==> src/rtl/irq_countdown_timer.sv <==
module irq_countdown_timer #(
  parameter int CNT_W = 32
) (
  input  logic             clk,
  input  logic             rst_n,
  input  logic             ctrl_we,
  input  logic [31:0]      ctrl_wdata,
  input  logic             div_we,
  input  logic [31:0]      div_wdata,
  input  logic             init_we,
  input  logic [CNT_W-1:0] init_wdata,
  output logic [CNT_W-1:0] cur_count,
  output logic             expire_o,
  output logic [7:0]       expire_vec
);
  localparam int SH_W  = 3;
  localparam int PRE_W = (1 << SH_W) - 1;
  localparam int PERIODIC_BIT = 17;
  localparam int MASK_BIT     = 16;

  logic [SH_W-1:0]  div_code_q;
  logic [PRE_W-1:0] pre_q;
  logic             periodic_q, mask_q;
  logic [7:0]       vec_q;
  logic [CNT_W-1:0] init_q, cnt_q;
  logic             armed_q, expire_q;
  logic [7:0]       exp_vec_q;

  wire [SH_W-1:0]  shift   = div_code_q + 1'b1;
  wire [PRE_W-1:0] pre_lim = (PRE_W'(1) << shift) - 1'b1;
  wire             tick    = pre_q >= pre_lim;
  wire             at_zero = cnt_q == '0;
  wire             fire    = tick && armed_q && at_zero && (!periodic_q || init_q != '0);

  assign cur_count  = cnt_q;
  assign expire_o   = expire_q;
  assign expire_vec = exp_vec_q;

  always_ff @(posedge clk or negedge rst_n) begin
    if (!rst_n) begin
      periodic_q <= 1'b0;
      mask_q     <= 1'b1;
      vec_q      <= '0;
    end else if (ctrl_we) begin
      periodic_q <= ctrl_wdata[PERIODIC_BIT];
      mask_q     <= ctrl_wdata[MASK_BIT];
      vec_q      <= ctrl_wdata[7:0];
    end
  end

  always_ff @(posedge clk or negedge rst_n) begin
    if (!rst_n)      div_code_q <= '0;
    else if (div_we) div_code_q <= {div_wdata[3], div_wdata[1], div_wdata[0]};
  end

  always_ff @(posedge clk or negedge rst_n) begin
    if (!rst_n) begin
      pre_q     <= '0;
      init_q    <= '0;
      cnt_q     <= '0;
      armed_q   <= 1'b0;
      expire_q  <= 1'b0;
      exp_vec_q <= '0;
    end else if (init_we) begin
      pre_q    <= '0;
      init_q   <= init_wdata;
      cnt_q    <= init_wdata;
      armed_q  <= 1'b1;
      expire_q <= 1'b0;
    end else begin
      expire_q <= fire && !mask_q;
      if (fire) exp_vec_q <= vec_q;
      if (tick) begin
        pre_q <= '0;
        if (armed_q) begin
          if (!at_zero)        cnt_q   <= cnt_q - 1'b1;
          else if (periodic_q) cnt_q   <= init_q;
          else                 armed_q <= 1'b0;
        end
      end else begin
        pre_q <= pre_q + 1'b1;
      end
    end
  end

  p_step_r3: assert property (@(posedge clk) disable iff (!rst_n)
    (!init_we && cnt_q != '0) |=> (cnt_q == $past(cnt_q) || cnt_q == $past(cnt_q) - 1'b1));

  p_hold_zero_r4: assert property (@(posedge clk) disable iff (!rst_n)
    (!init_we && !periodic_q && cnt_q == '0) |=> cnt_q == '0);

  p_fire_from_zero_r5: assert property (@(posedge clk) disable iff (!rst_n)
    expire_q |-> $past(cnt_q) == '0);

  p_zero_period_quiet_r6: assert property (@(posedge clk) disable iff (!rst_n)
    (periodic_q && init_q == '0 && !init_we) |=> !expire_q);

  p_masked_quiet_r7: assert property (@(posedge clk) disable iff (!rst_n)
    mask_q |=> !expire_q);

  p_one_cycle_r8: assert property (@(posedge clk) disable iff (!rst_n)
    expire_q |=> !expire_q);
endmodule

==> config.mk <==
export PLATFORM = sky130hd
export DESIGN_NAME = irq_countdown_timer
export DESIGN_NICKNAME = d
export VERILOG_FILES = /design/src/rtl/irq_countdown_timer.sv
export SDC_FILE = /design/constraint.sdc
export NUM_CORES = 1
export LEC_CHECK = 0
export ABC_AREA = 1
export BUFFER_PORTS_ARGS = -buffer_cell sky130_fd_sc_hd__buf_2
export CAP_MARGIN = 5
export CORE_MARGIN = 4
export CORE_UTILIZATION = 50
export DETAILED_ROUTE_END_ITERATION = 8
export GPL_ROUTABILITY_DRIVEN = 0
export PLACE_DENSITY_LB_ADDON = 0.2
export SETUP_SLACK_MARGIN = 0.5
export SYNTH_ARGS = -nofsm -noshare
export SYNTH_HDL_FRONTEND = slang
export SYNTH_SLANG_ARGS = --single-unit
==> constraint.sdc <==
create_clock -name clk -period 3 [get_ports clk]
set_clock_uncertainty 0.15 [all_clocks]
set_input_delay 0.15 -clock clk [delete_from_list [all_inputs] [get_ports clk]]
set_output_delay 0.15 -clock clk [all_outputs]
set_load 0.005 [all_outputs]
-- Word level (Yosys, flattened, before mapping)
Cells that the tools add are included.
- memories kept: 0
- RAM bits: 0
- bits in read-only memories: 0
- latch bits: 0
- bits in registers: 94
- logic and storage cells: 44
- output and inout port bits: 41
- equal/unequal tests: 1
- multipliers: 0
- reductions and logical operators: 13
- multiplexer cells: 13
- divide/modulo/power cells: 0
- bitwise logic cells: 1
- order comparisons: 1
- shift-type cells: 1
- add/sub/neg operators: 4
- operator list (operator ; number):
    32-bit two-way mux ; 5
    32-bit logical NOT ; 1
    32-bit nonzero test ; 1
    32-bit by 1-bit subtractor with 32-bit output, second input constant ; 1
    7-bit two-way mux ; 2
    7-bit by 1-bit adder with 7-bit output, second input constant ; 1
    7-bit greater-or-equal comparator ; 1
    1-bit by 3-bit left shift with 7-bit output, first input constant ; 1
    7-bit by 1-bit subtractor with 7-bit output, second input constant ; 1
    1-bit two-way mux ; 6
    1-bit logical AND ; 4
    2-bit nonzero test ; 2
    3-bit by 1-bit adder with 3-bit output, second input constant ; 1
    3-bit != test, second input constant ; 1
    3-bit AND reduction ; 1
    1-bit logical NOT ; 2
    2-bit AND reduction ; 1
    1-bit logical OR ; 1
    1-bit inverter ; 1

-- Longest topological paths before layout
- depth in word-level cells: 9
- depth in mapped cells: 18

-- Worst setup path after synthesis
OpenSTA, ideal clock, no wires.
- path type: reg2reg
- start: register div_code_q[0]
- end: register cnt_q[15], in the netlist cur_count[15]
- arrival: 2.452 ns
- setup slack: 0.281 ns
- library setup time: 0.116 ns
- stages on the path, launching flop included: 17
- data required time: 2.734 ns
- cell sequence: dfrtp_1 nand2_1 inv_1 nand2_1 ha_1 inv_1 o311ai_0 ha_1 nand2_1 inv_1 a21oi_1 nand4_1 nand3_4 inv_2 buf_6 nand2_1 nand2_1
- word-level cells in the longest chain between the ends: 6
- RTL lines (item ; line ; RTL):
    start, declared ; 21 ; logic [SH_W-1:0] div_code_q;
    start signal, assigned ; 53 ; else if (div_we) div_code_q <= {div_wdata[3], div_wdata[1], div_wdata[0]};
    3-bit by 1-bit adder with 3-bit output ; 29 ; wire [SH_W-1:0] shift = div_code_q + 1'b1;
    1-bit by 3-bit left shift with 7-bit output ; 30 ; wire [PRE_W-1:0] pre_lim = (PRE_W'(1) << shift) - 1'b1;
    7-bit by 1-bit subtractor with 7-bit output ; 30 ;
    7-bit greater-or-equal comparator ; 31 ; wire tick = pre_q >= pre_lim;
    2-bit nonzero test (no source line) ; - ;
    3-bit AND reduction (no source line) ; - ;
    end signal, assigned ; 67 ; cnt_q <= init_wdata;
    end signal, assigned ; 76 ; if (!at_zero) cnt_q <= cnt_q - 1'b1;
    end signal, assigned ; 77 ; else if (periodic_q) cnt_q <= init_q;
    end, declared ; 25 ; logic [CNT_W-1:0] init_q, cnt_q;
Every way passes these cells.
A chain may end at the register's enable or synchronous reset.

-- Worst setup path in the final report
- start: register div_code_q[1]
- end: register cnt_q[27], in the netlist cur_count[27]
The elaborated chain is that of the path after synthesis.

==> impl_metrics.yaml <==
status:
  outcome: "completed"
cts:
  clock-root-buffer: "clkbuf_16"
  cts_inserted_buffers: 9
  cts.path.max_buffers: 2
  cts_sinks: 94
  clk_latency_ns: 0.36
  clk_pin_slew_ns: 0.07
  cts_tree: "built"
  htree_levels: 3
route:
  wl_um: 16400
  viasPerCell: 5.06
  drt-pass1-iter-count: 5
  wl_per_cell_um: 14.6
  drcViolationCount: 0
  vias: 5700
  ant_nets: 0
  drt_iter0_drc: 479
layout:
  n_antenna_cell: 0
  finish.utilization: 0.699
  fillers: 949
  layout-drive-gt1-share: 0.244
  fin_area_um2: 7710
  fin_cells: 1127
  syn2layout_area_growth_pct: 34.7
  fin_nets: 1094
place:
  preCtsSetupSlack_ns: 0.109
  portBuffers: 90
  dpl_cell_area_um2: 6340
  dp.final_hpwl_um: 10900
  place_inst: 1044
die:
  initial_utilization: 0.519
  dieWidth_um: 115
  row_count: 38
  die-area_um2: 13200
  die_y_um: 115
  fp.coreArea_um2: 11000
  ios: 142
yosys:
  avgSynthCellArea_um2: 6.93
  synth_area_leaders: "dfrtp_1 41%, nand2_1 20%, inv_1 6.6%, nor2_1 5.6%, nand3_1 5.1%"
  synth_largest_area_cell: "dfrtp_1"
  ys_ff_latch: 94
  yosysWarnings: 0
  synth_commonest_cells: "301 x nand2_1, 101 x inv_1, 93 x dfrtp_1"
  ys_seq_area_frac: 0.411
  syn-num-nets: 939
  ys.flop_type: "dfrtp_1"
  synth.most_common_cell: "nand2_1"
  async_flop_share: 1.00
  synthCells: 827
  synth_top_area_share: 0.406
  synth_edf_count: 0
  netlist_area_um2: 5730
  synth_cell_types: 31
pwr:
  p_switching_mw: 1.43
  internal-power_mw: 2.63
  p_per_area_nw_per_um2: 526
  ir_drop_mv: 0.375
  p_clk_frac: 0.296
  p_seq_frac: 0.399
  p_leak_nw: 4.11
  comb_power_share: 0.305
  swShare: 0.353
grt:
  grt_start_max_net_pins: 58
  grt_pass1_vias: 5371
  antenna_found_initial: 0
  gr-usage-all-layers: 0.252
  grt_pass1_wl_um: 26300
  overflow: 0
worst_setup_path:
  crit_arrival_ns: 2.83
  slowest_delay_ns: 0.45
  crit_fanout: 5
  worstRegToRegCells: 16
  path_cells: "nand2_2 > inv_2 > nand2_4 > ha_4 > inv_6 > xor2_2 > ha_1 > nand2_1 > nor2_1 > nand3_1 > nand4_1 > nand3_4 > buf_12 > buf_16 > nor2_1 > a21oi_2"
  worst_setup_path_end_kind: "register"
  start_kind: "register"
  cp_slowest_cell: "dfrtp_2"
  required_ns: 3.09
  crit_top_cell: "nor2_1"
  critPathKind: "reg -> reg"
timing:
  finalWorstSetupSlack_ns: 0.260
  setup_viol: 0
  worstMarginPinSlew_ns: 0.572
  max-slew-margin-rel: 0.618
  hold_viol: 0
  fin_tns_setup_ns: 0
  grt_setup_unrepaired: "yes"
  maxSlewViolCount: 0
  post-route-min-period_ns: 2.74
  finalCritPeriodShare: 0.913
  max_freq_ghz: 0.365
worst_hold_path:
  hold_class: "in -> reg"
  worstHoldPathCells: 3
flow_run:
  maxCapViolCount: 0
-- per-stage QoR --
step | hold slack [ns] | total power [mW]
2_1_floorplan | -0.296 | 2.25
3_3_place_gp | 0.00688 | 2.60
3_5_place_dp | 0.00996 | 2.61
4_1_cts | 0.00655 | 3.97
5_1_grt | 0.0361 | 4.31
6_report | 0.0211 | 4.05
-- routing by layer --
layer,GRT usage,wire length [um],up-vias
met4,0.0736,312,0
met2,0.398,7510,177
met5,0,0,-
met3,0.0453,1020,21
met1,0.356,7600,2602
li1,-,-,2900
-- path summary, 6_finish.rpt --
check	from	end	slack, ns
max	div_code_q[1]$_DFFE_PN0P_	cur_count[27]$_DFFE_PN0P_	0.26
min	ctrl_we	vec_q[2]$_DFFE_PN0P_	0.02
max reg2reg	div_code_q[1]$_DFFE_PN0P_	cur_count[27]$_DFFE_PN0P_	0.26
min reg2reg	expire_vec[4]$_DFFE_PN0P_	expire_vec[4]$_DFFE_PN0P_	0.32
max in group asynchronous	rst_n	mask_q$_DFFE_PN1P_	1.83
min in group asynchronous	rst_n	div_code_q[2]$_DFFE_PN0P_	0.15
-- power groups by stage --
| stage | sequential [mW] | combinational (mW) | clock (mW) |
|---|---|---|---|
| after floorplan | 1.58 | 0.676 | 0 |
| after global placement | 1.62 | 0.987 | 0 |
| after detailed placement | 1.62 | 0.999 | 0 |
| after CTS | 1.60 | 1.14 | 1.22 |
| after global routing | 1.64 | 1.39 | 1.28 |
| final | 1.62 | 1.24 | 1.20 |
-- cells in the final DEF, fill, tap and decap left out, types with 7 or more instances in the layout --
cell,Yosys,final
buf_2,6,89
nand2_1,301,275
nand4_1,16,16
buf_4,2,18
nor2_4,5,10
dfrtp_1,93,90
ha_1,11,8
o21ai_0,49,47
clkbuf_16,0,11
inv_1,101,94
a21oi_1,33,26
a21oi_2,0,7
nand2_2,9,25
nor2_2,9,16
nand2_4,2,11
nor2_1,85,73
buf_12,0,7
nand3_1,58,55
dlygate4sd3_1,0,50
-- registers in the layout (all words and copies together), names as in the netlist --
| signal | count |
|---|---|
| periodic_q | 1 |
| mask_q | 1 |
| div_code_q | 3 |
| expire_o | 1 |
| cur_count | 32 |
| init_q | 32 |
| vec_q | 8 |
| pre_q | 7 |
| armed_q | 1 |
| expire_vec | 8 |
-- area by class of cell --
cell class	count	area [um^2]	area share
clock buffer	12	256	0.0332
clock inverter	4	53.8	0.00697
inverter	104	417	0.0540
multi-input combinational	605	3140	0.407
sequential	94	2360	0.306
tap	140	175	0.0227
timing repair buffer	168	1310	0.170
-- cells by family after synthesis --
group / Yosys count / synth area share
xor gates and xnor gates: 9 / 0.0138
adders and majority gates: 11 / 0.0240
and+or+nand+nor: 492 / 0.367
AOI/OAI and AO/OA: 87 / 0.0793
DFF: 94 / 0.411
muxes: 6 / 0.0118
buffers and inverters: 128 / 0.0931
-- worst max-delay path, delay by kind of cell (launching register included) --
family / cells / cell delay [ns]
flops: 1 / 0.45
fa+ha+maj: 2 / 0.46
buf+inv: 4 / 0.40
xor+xnor: 1 / 0.17
simple gates: 8 / 0.92
compound gates: 1 / 0.07
-- repair_timing --
item                                   CTS  global route
hold buffers                            50             0
gates resized for setup                 43            58
setup endpoints to repair               45            49
gates cloned                             1             2
pin swaps                               16            17
buffers inserted                        11             3
endpoints found under the hold margin  104             0
Note: power is estimated with default switching activity, not from simulation.
